==> config.mk <==
export PLATFORM = sky130hd
export DESIGN_NAME = can_tx_fault_monitor
export DESIGN_NICKNAME = d
export VERILOG_FILES = /design/src/rtl/can_tx_fault_monitor.sv
export SDC_FILE = /design/constraint.sdc
export NUM_CORES = 1
export LEC_CHECK = 0
export ABC_CLOCK_PERIOD_IN_PS = 4050
export BUFFER_PORTS_ARGS = -buffer_cell sky130_fd_sc_hd__buf_2
export CAP_MARGIN = 25
export CORE_MARGIN = 1
export CORE_UTILIZATION = 55
export DETAILED_ROUTE_END_ITERATION = 10
export PLACE_DENSITY_LB_ADDON = 0.2
export SYNTH_ARGS = -nofsm -noshare
export SYNTH_HDL_FRONTEND = slang
export SYNTH_SLANG_ARGS = --single-unit
==> constraint.sdc <==
create_clock -name clk -period 4.05 [get_ports clk]
set_input_delay 0.6075 -clock clk [delete_from_list [all_inputs] [get_ports clk]]
set_output_delay 0.6075 -clock clk [all_outputs]
set_load 0.005 [all_outputs]
==> src/rtl/can_tx_fault_monitor.sv <==
module can_tx_fault_monitor #(
  parameter int DOM_TIMEOUT = 30000,
  parameter int MIN_BIT     = 100,
  parameter int RUN         = 4
) (
  input  logic clk,
  input  logic rst,
  input  logic txd,
  input  logic rxd,
  input  logic over_temp,
  input  logic short_det,
  input  logic enter_normal,
  output logic tx_enable,
  output logic fail_flag,
  output logic bus_fail_flag
);
  localparam int CW = $clog2(DOM_TIMEOUT + 1);
  localparam int RW = $clog2(RUN + 1);
  localparam logic [CW-1:0] TO_MAX  = CW'(DOM_TIMEOUT);
  localparam logic [CW-1:0] TO_LAST = CW'(DOM_TIMEOUT - 1);
  localparam logic [CW-1:0] BIT_MIN = CW'(MIN_BIT);
  localparam logic [RW-1:0] RUN_MAX = RW'(RUN);
  localparam logic [RW-1:0] RUN_PRE = RW'(RUN - 1);

  logic [CW-1:0] dom_cnt;
  logic [RW-1:0] sh_cnt, cl_cnt;
  logic expired, short_seen;

  wire run_end  = txd && (dom_cnt != '0);
  wire bit_ok   = run_end && (dom_cnt >= BIT_MIN);
  wire to_hit   = !txd && (dom_cnt == TO_LAST);
  wire cause    = over_temp || (expired && !txd);
  wire clr_req  = enter_normal || (txd && !rxd);
  wire fail_set = over_temp || to_hit;
  wire fail_clr = clr_req && !cause && !fail_set;

  assign tx_enable = !fail_flag;

  always_ff @(posedge clk) begin
    if (rst) begin
      dom_cnt    <= '0;
      short_seen <= 1'b0;
      expired    <= 1'b0;
      fail_flag  <= 1'b0;
    end else begin
      if (txd)                  dom_cnt <= '0;
      else if (dom_cnt != TO_MAX) dom_cnt <= dom_cnt + 1'b1;
      short_seen <= txd ? 1'b0 : (short_seen | short_det);
      if (fail_set)      fail_flag <= 1'b1;
      else if (fail_clr) fail_flag <= 1'b0;
      if (to_hit)        expired <= 1'b1;
      else if (fail_clr) expired <= 1'b0;
    end
  end

  always_ff @(posedge clk) begin
    if (rst) begin
      sh_cnt        <= '0;
      cl_cnt        <= '0;
      bus_fail_flag <= 1'b0;
    end else if (bit_ok) begin
      if (short_seen) begin
        cl_cnt <= '0;
        if (sh_cnt != RUN_MAX) sh_cnt <= sh_cnt + 1'b1;
        if (sh_cnt >= RUN_PRE) bus_fail_flag <= 1'b1;
      end else begin
        sh_cnt <= '0;
        if (cl_cnt != RUN_MAX) cl_cnt <= cl_cnt + 1'b1;
        if (cl_cnt >= RUN_PRE) bus_fail_flag <= 1'b0;
      end
    end
  end

  p_thermal_r2: assert property (@(posedge clk) disable iff (rst)
    over_temp |=> fail_flag);
  p_fail_cause_r1: assert property (@(posedge clk) disable iff (rst)
    $rose(fail_flag) |-> ($past(over_temp) || !$past(txd)));
  p_fail_hold_r4: assert property (@(posedge clk) disable iff (rst)
    (fail_flag && !enter_normal && !(txd && !rxd)) |=> fail_flag);
  p_txen_back_r3: assert property (@(posedge clk) disable iff (rst)
    $rose(tx_enable) |-> ($past(enter_normal) || ($past(txd) && !$past(rxd))));
  p_bus_at_close_r5: assert property (@(posedge clk) disable iff (rst)
    $changed(bus_fail_flag) |-> ($past(txd) && !$past(txd, 2)));
  p_runs_r9: assert property (@(posedge clk) disable iff (rst)
    (sh_cnt <= RUN_MAX) && (cl_cnt <= RUN_MAX) && !((sh_cnt != '0) && (cl_cnt != '0)));
  p_short_bit_r8: assert property (@(posedge clk) disable iff (rst)
    (run_end && !bit_ok) |=> $stable(bus_fail_flag));
endmodule

==> run_results.csv, run 1 <==
group,metric,value,unit
outcome,status,"finished, final reports clean",
final_layout,register_area,500,sq um
timing,finalSetupViolations,0,
detailed_routing,vias,1117,
final_layout,antenna_cells,0,
timing,rsz0062_at_grt,"false",
timing,post-route-worst-setup-slack,2.20,ns
global_routing,grt_use_total,21.4,%
synthesis,synth_cell_types,38,
hold_path,whs_endpoint,"expired$_SDFFE_PP0P_",
global_routing,grt-ovfl-total,0,
final_layout,multi_input_area,776,sq um
detailed_routing,dr.pass1.iters,4,
timing,final-hold-violation-count,0,
timing,worstMarginPinSlew,0.632,ns
clocking,cts_resized,0,
timing,fin_crit_sh,45.6,%
detailed_routing,avgRoutedWirePerCell,12.3,microns
placed_design,hpwl,1.75,mm
final_layout,final_cell_area,1430,sq um
timing,maxSlewViolCount,0,
clocking,hold_buffers,0,
placed_design,dp_slack,2.22,ns
worst_setup_path,worst_r2r_path_depth,4,
detailed_routing,drt_iter0_markers,15,
floorplanning,initial_core_util,59.5,%
power,powerDensity,262,nW/um^2
global_routing,grt_pass1_vias,1013,
floorplanning,num_rows,17,
final_layout,layout-drive-gt1-share,13.4,%
hold_path,min_path_cells,2,
power,ir_drop,0.180,mV
timing,timing.fmax,542,MHz
floorplanning,core_area,2280,sq um
clocking,clkSinkCount,25,
floorplanning,dieArea,2660,sq um
worst_setup_path,startpoint_type,"register",
synthesis,ys_warn_count,0,
worst_setup_path,cp.required,4.25,ns
floorplanning,die_w,51.6,microns
worst_setup_path,worstPathMaxFanout,13,
detailed_routing,wl,2.36,mm
worst_setup_path,critPathKind,"reg2reg",
global_routing,grt_pass1_wl,4.33,mm
clocking,cts_buffer_depth,2,
detailed_routing,ant_nets,0,
placed_design,port_buffers,9,
detailed_routing,viasPerCell,5.82,
synthesis,synth_area,1350,sq um
synthesis,seq_area_frac_synth,37.0,%
worst_setup_path,slowest_stage,"o41ai_4",
placed_design,routabilityCongestion,0.841,
worst_setup_path,reg2reg_from,"dom_cnt[11]$_SDFFE_PP0P_",
clocking,htreeDepth,1,
clocking,cts_tree,"done",
clocking,cts_setup_buffers,0,
timing,whs,0.485,ns
worst_setup_path,reg2reg_slack,2.20,ns
hold_path,hold_path.class,"reg2reg",
timing,period_minus_slack,1.85,ns
synthesis,syn_inst,157,
worst_setup_path,crit_path_cell_trace,"or3_4 -> o41ai_4 -> or4b_2 -> a21oi_1",
power,power,0.375,mW
floorplanning,num_io_pins,10,
placed_design,placed_area,1400,sq um
final_layout,layout_commonest_cell,"dfxtp_1",
synthesis,syn_nets,172,
final_layout,fill_cells,194,
final_layout,finalNetCount,180,
clocking,clockRootBuffer,"clkbuf_4",
clocking,path_clk_slew,0.13,ns
worst_setup_path,crit_path_end_kind,"register",
worst_setup_path,worstPathArrival,2.05,ns
timing,fin_worst_skew,0.00394,ns
synthesis,synth_ff_type,"dfxtp_1",
worst_setup_path,slowest_delay,0.67,ns
synthesis,syn_avg_cell_area,8.62,sq um
global_routing,grt_start_max_net_pins,17,
timing,slew_headroom,57.7,%
worst_setup_path,rr_endpoint,"cl_cnt[1]$_SDFFE_PP0P_",
synthesis,synth_edf_count,0,
clocking,clk_latency,0.30,ns
worst_setup_path,critPathLaunch,"dom_cnt[11]$_SDFFE_PP0P_",
synthesis,ys_ff_latch,25,
floorplanning,die_y,51.6,microns
final_layout,final_cell_mix,"dfxtp_1 (25), a21oi_1 (13), nor2_1 (13), inv_1 (12)",
hold_path,hold_start,"expired$_SDFFE_PP0P_",
power,p_leak,0.511,nW
flow_run,cap_violations,0,
detailed_routing,drc,0,
final_layout,syn_to_final_growth,5.45,%
clocking,cts_buffers,3,
synthesis,synthArstFlopShare,0,%
timing,tns,0,ns
global_routing,antenna_found_initial,0,
==> critical path: cells and delay by family (launching register included) <==
kind               cells  cell delay (ns)
and+or+nand+nor        2             0.66
DFF                    1             0.37
AOI/OAI and AO/OA      2             0.73
==> registers in the layout, indices dropped and copies added, names as in the netlist <==
name           cells
expired            1
bus_fail_flag      1
short_seen         1
fail_flag          1
dom_cnt           15
sh_cnt             3
cl_cnt             3
==> Yosys cell counts, types with 2 or more instances <==
cell type  instances  area [sq um]
nand2b_1           3          18.8
nand4_1            2          12.5
xnor2_1            5          43.8
or3_1              4          25.0
a21oi_1           13          65.1
nor4b_1            3          26.3
clkbuf_1           3          11.3
nor2_1            13          48.8
dfxtp_1           25           500
ha_1               8           100
xor2_1             4          35.0
o311a_1            2          20.0
nor4_1             2          12.5
or4_1              4          30.0
o21ai_0            8          40.0
and3_1             3          18.8
nor2b_1            2          12.5
and4_1             2          17.5
nand2_1            9          33.8
buf_2              2          10.0
nand3_1            7          35.0
nor3_1             3          15.0
inv_1             12          45.0
or2_2              2          12.5
o31ai_2            3          37.5
==> layout make-up <==
cell class / count / share of cell area [%]
Clock buffer: 4 / 1.84
Tap cell: 28 / 2.45
Multi-Input combinational cell: 114 / 54.3
Timing Repair Buffer: 9 / 3.16
Inverter: 12 / 3.16
Sequential cell: 25 / 35.1
==> where the power goes <==
group | internal (mW) | leakage, nW | switching [mW]
registers | 0.248 | 0.202 | 0.00298
logic | 0.00638 | 0.294 | 0.00962
clock network | 0.0384 | 0.0150 | 0.0692
==> layer usage <==
metal | GRT usage, % | vias to the layer above | wire length, microns
li1 | - | 572 | -
met1 | 27.8 | 528 | 1170
met2 | 35.1 | 15 | 1110
met3 | 2.92 | 2 | 61
met4 | 9.46 | 0 | 17
met5 | 0 | - | 0
==> per-stage QoR <==
stage               utilization (%)  std cells
finish                         62.7        192
global route                   62.7        192
CTS                            62.7        192
detailed placement             61.6        188
global placement               61.6        188
floorplan                         -        157
==> how the worst max path moves through the flow <==
stage / endpoint / slack [ns] / depth (start not counted)
floorplan: cl_cnt[1]$_SDFFE_PP0P_ / 2.37 / 6
global placement: cl_cnt[1]$_SDFFE_PP0P_ / 2.27 / 4
detailed placement: cl_cnt[1]$_SDFFE_PP0P_ / 2.22 / 4
CTS: cl_cnt[1]$_SDFFE_PP0P_ / 2.20 / 4
global route: cl_cnt[0]$_SDFFE_PP0P_ / 2.06 / 4
finish: cl_cnt[1]$_SDFFE_PP0P_ / 2.20 / 4
==> kinds of logic (layout without fill, tap and decap cells) <==
group	Yosys count	after routing	synth area share (%)
AO/OA/AOI/OAI	32	32	16.6
buffers and inverters	18	25	5.73
AND/OR/NAND/NOR	65	65	27.4
flip-flops	25	25	37.0
XOR/XNOR	9	9	5.82
adder cells (fa/ha/maj)	8	8	7.39
No activity file was read; power rests on OpenSTA's default activity.
==> run 2: changes to the inputs <==
--- a/config.mk
+++ b/config.mk
@@ -5,7 +5,8 @@
 export SDC_FILE = /design/constraint.sdc
 export NUM_CORES = 1
 export LEC_CHECK = 0
-export ABC_CLOCK_PERIOD_IN_PS = 4050
+export ABC_AREA = 1
+export ABC_CLOCK_PERIOD_IN_PS = 1900
 export BUFFER_PORTS_ARGS = -buffer_cell sky130_fd_sc_hd__buf_2
 export CAP_MARGIN = 25
 export CORE_MARGIN = 1
==> constraint.sdc (replaced) <==
create_clock -name clk -period 1.9 [get_ports clk]
set_input_delay 0.285 -clock clk [delete_from_list [all_inputs] [get_ports clk]]
set_output_delay 0.285 -clock clk [all_outputs]
set_load 0.005 [all_outputs]
==> run_results.csv, run 2 <==
group,metric,value,unit
worst_setup_path,slowest_stage,"dfxtp_1",
final_layout,regMostFlops,"dom_cnt",
synthesis,syn_inst,201,
placed_design,port_buffers,9,
floorplanning,core_area,2300,sq um
synthesis,syn_nets,216,
worst_setup_path,worst_r2r_path_depth,9,
timing,fin_worst_skew,0.00299,ns
clocking,cts_buffer_depth,2,
floorplanning,num_io_pins,10,
final_layout,syn_to_final_growth,7.34,%
worst_setup_path,worstPathArrival,1.65,ns
worst_setup_path,rr_endpoint,"cl_cnt[1]$_SDFFE_PP0P_",
power,power,0.818,mW
detailed_routing,viasPerCell,5.20,
detailed_routing,dr_wl_met2,1.23,mm
floorplanning,die_y,52.1,microns
power,netSwitchingFraction,23.2,%
synthesis,yosysTopAreaCellShare,36.3,%
worst_setup_path,reg2reg_slack,0.51,ns
power,ir_drop,0.369,mV
final_layout,finalNetCount,229,
worst_setup_path,critPathKind,"reg2reg",
clocking,hold_buffers,0,
timing,slew_headroom,81.4,%
timing,tns,0,ns
final_layout,layout_commonest_cell,"nor2_1",
worst_setup_path,reg2reg_from,"dom_cnt[0]$_SDFFE_PP0P_",
worst_setup_path,critPathMostFrequentCell,"nand2_1",
global_routing,grt_use_total,21.5,%
global_routing,antenna_found_initial,0,
synthesis,synth_top_cell_by_area,"dfxtp_1",
final_layout,final_cell_mix,"nor2_1 (46), nand2_1 (36), dfxtp_1 (25), inv_1 (23), a21oi_1 (15)",
clocking,cts_resized,0,
power,p_switching,0.190,mW
detailed_routing,ant_nets,0,
flow_run,cap_violations,0,
power,sequentialPowerShare,65.3,%
floorplanning,num_rows,17,
timing,period_minus_slack,1.39,ns
clocking,cts_tree,"done",
synthesis,synth_common_cells,"nor2_1 (46), nand2_1 (36), dfxtp_1 (25)",
final_layout,largest_reg_flops,15,
power,clkPwrFrac,28.8,%
power,intPower,0.629,mW
synthesis,synth_area_leaders,"dfxtp_1 (36%), nor2_1 (13%), nand2_1 (9.8%), ha_1 (7.3%), inv_1 (6.3%)",
synthesis,ys_ff_latch,25,
detailed_routing,wl_met3,78,microns
timing,timing.fmax,718,MHz
floorplanning,dieArea,2710,sq um
timing,rsz0062_at_grt,"false",
power,p_leak,0.641,nW
detailed_routing,wl_met1,1.29,mm
hold_path,hold_start,"rst",
placed_design,dp.cells,237,
global_routing,grt_pass1_vias,1118,
timing,final-hold-violation-count,0,
detailed_routing,drt_iter0_markers,12,
timing,worstMarginPinSlew,0.279,ns
clocking,clk_latency,0.31,ns
hold_path,min_path_cells,2,
global_routing,grt-ovfl-total,0,
clocking,cts_buffers,3,
final_layout,largestRegisters,"dom_cnt: 15 flops, cl_cnt: 3 flops, sh_cnt: 3 flops",
detailed_routing,dr.pass1.iters,6,
timing,finalSetupViolations,0,
final_layout,instances_no_fill,241,
detailed_routing,routed.top_layer,"met4",
worst_setup_path,cp.required,2.16,ns
global_routing,grt_start_max_net_pins,14,
worst_setup_path,slowest_delay,0.42,ns
floorplanning,die_w,52.1,microns
final_layout,fill_cells,213,
synthesis,syn_avg_cell_area,6.87,sq um
synthesis,synth_ff_type,"dfxtp_1",
hold_path,whs_endpoint,"expired$_SDFFE_PP0P_",
final_layout,layout-drive-gt1-share,12.2,%
synthesis,synth_edf_count,0,
outcome,status,"finished, final reports clean",
clocking,htreeDepth,1,
detailed_routing,vias,1252,
synthesis,synth_area,1380,sq um
synthesis,synth.most_common_cell,"nor2_1",
synthesis,seq_area_frac_synth,36.3,%
detailed_routing,wl,2.65,mm
final_layout,antenna_cells,0,
synthesis,synthArstFlopShare,0,%
worst_setup_path,startpoint_type,"register",
placed_design,hpwl,2.01,mm
worst_setup_path,crit_path_end_kind,"register",
worst_setup_path,crit_path_cell_trace,"inv_1 -> ha_1 -> nand2_1 -> nor2_1 -> nand2_2 -> nand4_2 -> nand2_1 -> nand2_1 -> nor2_1",
detailed_routing,avgRoutedWirePerCell,11.0,microns
timing,whs,0.191,ns
global_routing,grt_pass1_wl,4.29,mm
clocking,path_clk_slew,0.13,ns
clocking,cts_setup_buffers,0,
power,p_comb_share,5.9,%
placed_design,routabilityCongestion,0.793,
timing,fin_crit_sh,73.3,%
timing,maxSlewViolCount,0,
clocking,clockRootBuffer,"clkbuf_4",
synthesis,ys_warn_count,0,
worst_setup_path,worstPathMaxFanout,5,
power,powerDensity,552,nW/um^2
clocking,clkSinkCount,25,
hold_path,hold_path.class,"in2reg",
floorplanning,initial_core_util,60.1,%
synthesis,synth_cell_types,23,
detailed_routing,drc,0,
-- run 2: changes by cell type after synthesis, moves of 4 or more --
cell / change
nand2_1: +27
or4_1: -4
nor2_1: +33
or3_1: -4
xnor2_1: -5
inv_1: +11
-- run 2: layer usage --
metal  GRT usage, %  up-vias
li1               -      669
met1           24.0      558
met2           38.9       19
met3           3.22        6
met5              0        -
met4           10.8        0
-- run 2: power groups by stage --
stage / clock network [mW] / logic, mW / registers [mW]
after floorplan: 0 / 0.0302 / 0.543
after global placement: 0 / 0.0468 / 0.545
after detailed placement: 0 / 0.0485 / 0.546
after CTS: 0.246 / 0.0488 / 0.534
after global routing: 0.261 / 0.0554 / 0.535
final: 0.235 / 0.0487 / 0.534
-- run 2: layout make-up --
| class | count | area (sq um) | area share (%) |
|---|---|---|---|
| clock buffer | 4 | 26.3 | 1.77 |
| inverter | 27 | 101 | 6.84 |
| multi-input combinational | 148 | 773 | 52.2 |
| sequential | 25 | 500 | 33.8 |
| tap | 28 | 35.0 | 2.36 |
| timing repair buffer | 9 | 45.0 | 3.04 |
-- run 2: cells by family after synthesis --
group,synth area share (%)
buffers and inverters,7.71
AO/OA/AOI/OAI,12.1
XOR/XNOR,0.635
adder cells (fa/ha/maj),7.25
flip-flops,36.3
AND/OR/NAND/NOR,36.0
-- run 2: worst max-delay path, delay by kind of cell (launching register included) --
| kind | cells | cell delay, ns |
|---|---|---|
| adders and majority gates | 1 | 0.20 |
| and+or+nand+nor | 7 | 0.64 |
| DFF | 1 | 0.42 |
| buffers and inverters | 1 | 0.07 |
-- run 2: worst max-delay path by stage --
stage	to	startpoint	depth (start not counted)	slack, ns
global placement	cl_cnt[1]$_SDFFE_PP0P_	dom_cnt[0]$_SDFFE_PP0P_	8	0.58
global route	sh_cnt[1]$_SDFFE_PP0P_	dom_cnt[0]$_SDFFE_PP0P_	9	0.37
finish	cl_cnt[1]$_SDFFE_PP0P_	dom_cnt[0]$_SDFFE_PP0P_	9	0.51
floorplan	dom_cnt[14]$_SDFFE_PP0P_	dom_cnt[0]$_SDFFE_PP0P_	8	0.70
CTS	cl_cnt[1]$_SDFFE_PP0P_	dom_cnt[0]$_SDFFE_PP0P_	9	0.49
detailed placement	cl_cnt[1]$_SDFFE_PP0P_	dom_cnt[0]$_SDFFE_PP0P_	9	0.53
-- run 2: per-stage QoR --
step                utilization [%]  worst slack (ns)  area [sq um]
floorplan                         -             0.703          1380
global placement               63.3             0.584          1460
detailed placement             63.3             0.533          1460
CTS                            64.5             0.495          1480
global route                   64.5             0.369          1480
finish                         64.5             0.508          1480
==> run 3: changes to the inputs <==
--- a/config.mk
+++ b/config.mk
@@ -6,11 +6,11 @@
 export NUM_CORES = 1
 export LEC_CHECK = 0
 export ABC_AREA = 1
-export ABC_CLOCK_PERIOD_IN_PS = 1900
+export ABC_CLOCK_PERIOD_IN_PS = 1200
 export BUFFER_PORTS_ARGS = -buffer_cell sky130_fd_sc_hd__buf_2
 export CAP_MARGIN = 25
 export CORE_MARGIN = 1
-export CORE_UTILIZATION = 55
+export CORE_UTILIZATION = 53
 export DETAILED_ROUTE_END_ITERATION = 10
 export PLACE_DENSITY_LB_ADDON = 0.2
 export SYNTH_ARGS = -nofsm -noshare
==> constraint.sdc (replaced) <==
create_clock -name clk -period 1.2 [get_ports clk]
set_input_delay 0.18 -clock clk [delete_from_list [all_inputs] [get_ports clk]]
set_output_delay 0.18 -clock clk [all_outputs]
set_load 0.005 [all_outputs]
==> run_results.csv, run 3 (synthesis results as in run 2) <==
group,metric,value,unit
final_layout,final_cell_mix,"nor2_1 (39), nand2_1 (33), buf_4 (22), inv_1 (19), a21oi_1 (13)",
placed_design,port_buffers,9,
power,ir_drop,1.14,mV
detailed_routing,dr.pass1.iters,4,
clocking,cts_buffers,3,
placed_design,routabilityCongestion,0.842,
detailed_routing,vias,1389,
timing,final-hold-violation-count,0,
timing,period_minus_slack,1.32,ns
worst_setup_path,worstPathMaxFanout,6,
final_layout,largest_reg_flops,15,
timing,finalSetupViolations,14,
global_routing,grt_pass1_vias,1271,
clocking,cts_buffer_depth,2,
power,p_comb_share,8.4,%
power,p_switching,0.320,mW
global_routing,grt_pass1_wl,5.06,mm
timing,whs,0.0822,ns
placed_design,dp.cells,256,
timing,slew_headroom,80.3,%
timing,timing.fmax,758,MHz
clocking,clockRootBuffer,"clkbuf_4",
worst_setup_path,worstPathArrival,1.58,ns
power,powerDensity,724,nW/um^2
power,sequentialPowerShare,63.4,%
power,clkPwrFrac,28.2,%
clocking,clk_latency,0.32,ns
final_layout,largestRegisters,"dom_cnt: 15 flops, cl_cnt: 3 flops, sh_cnt: 3 flops",
clocking,htreeDepth,1,
timing,rsz0062_at_grt,"true",
floorplanning,num_io_pins,10,
global_routing,grt_start_max_net_pins,14,
detailed_routing,ant_nets,0,
timing,fin_worst_skew,0.0112,ns
floorplanning,dieArea,2810,sq um
floorplanning,num_rows,18,
detailed_routing,viasPerCell,5.24,
final_layout,multi_input_area,920,sq um
placed_design,dp_slack,-0.139,ns
clocking,clkSinkCount,25,
global_routing,antenna_found_initial,0,
timing,worstMarginPinSlew,0.296,ns
final_layout,instances_no_fill,265,
detailed_routing,drt_iter0_markers,25,
outcome,status,"finished with violations",
final_layout,regMostFlops,"dom_cnt",
timing,post-route-worst-setup-slack,-0.119,ns
outcome,violations,"negative setup slack",
worst_setup_path,crit_path_end_kind,"register",
floorplanning,die_w,53.0,microns
final_layout,layout-drive-gt1-share,35.7,%
power,p_leak,0.802,nW
placed_design,placed_area,1590,sq um
timing,maxSlewViolCount,0,
final_layout,fill_cells,183,
global_routing,grt-ovfl-total,0,
clocking,hold_buffers,0,
final_layout,antenna_cells,0,
floorplanning,initial_core_util,55.7,%
power,intPower,1.00,mW
floorplanning,core_area,2480,sq um
power,netSwitchingFraction,24.2,%
detailed_routing,drc,0,
global_routing,grt_use_total,24.6,%
final_layout,register_area,529,sq um
worst_setup_path,startpoint_type,"register",
clocking,cts_tree,"done",
worst_setup_path,critPathKind,"reg2reg",
worst_setup_path,cp.required,1.46,ns
hold_path,hold_path.class,"in2reg",
clocking,path_clk_slew,0.14,ns
final_layout,finalNetCount,251,
final_layout,syn_to_final_growth,32.4,%
final_layout,layout_commonest_cell,"nor2_1",
detailed_routing,avgRoutedWirePerCell,12.4,microns
floorplanning,die_y,53.0,microns
timing,fin_crit_sh,110,%
flow_run,cap_violations,0,
final_layout,final_cell_area,1830,sq um
placed_design,hpwl,2.29,mm
detailed_routing,wl,3.28,mm
-- run 3: worst max-delay path: stages, from the launching register on --
cell	delay [ns]
dfxtp_4	0.41
nand2_1	0.09
nor2_1	0.16
nand2_2	0.12
buf_4	0.16
nor4_2	0.15
nor2_1	0.07
nor2_1	0.10
-- run 3: power groups by stage --
stage	logic, mW	registers [mW]	clock network [mW]
2_1_floorplan	0.0479	0.860	0
3_3_place_gp	0.0825	0.862	0
3_5_place_dp	0.0863	0.862	0
4_1_cts	0.0960	0.841	0.390
5_1_grt	0.125	0.840	0.432
6_report	0.111	0.838	0.374
-- run 3: repair_timing --
action	CTS	global route
endpoints found under the hold margin	0	0
setup buffers	2	3
gates resized for setup	27	29
pin swaps	10	17
setup endpoints to repair	20	21
-- run 3: final cells by class --
class	instances	area share, %
multi-input cells	148	50.3
inverters	27	5.68
flip-flops and latches	25	29.0
clock buffers	4	1.44
well taps	30	2.05
repair buffers	31	11.5
-- run 3: layer usage --
layer  vias up  track usage (%)  routed length [microns]
met1       640             27.2                     1460
li1        717                -                        -
met4         0             4.39                       16
met3         6             6.32                       96
met5         -                0                        0
met2        26             46.6                     1710
-- run 3: final timing paths --
check                                                 from                    endpoint  slack (ns)  depth (start not counted)
worst max-delay path               dom_cnt[3]$_SDFFE_PP0P_    dom_cnt[11]$_SDFFE_PP0P_       -0.12                          7
worst min-delay path                             short_det       short_seen$_SDFF_PP0_        0.08                          3
worst max register to register     dom_cnt[3]$_SDFFE_PP0P_    dom_cnt[11]$_SDFFE_PP0P_       -0.12                          7
worst min register to register  bus_fail_flag$_SDFFE_PP0P_  bus_fail_flag$_SDFFE_PP0P_        0.48                          2
-- run 3: stage by stage --
step	power [mW]	TNS [ns]	util, %
after floorplan	0.908	0	-
after global placement	0.944	-0.499	64.0
after detailed placement	0.949	-1.49	64.0
after CTS	1.33	-0.520	69.4
after global routing	1.40	-2.05	73.7
final	1.32	-0.570	73.7
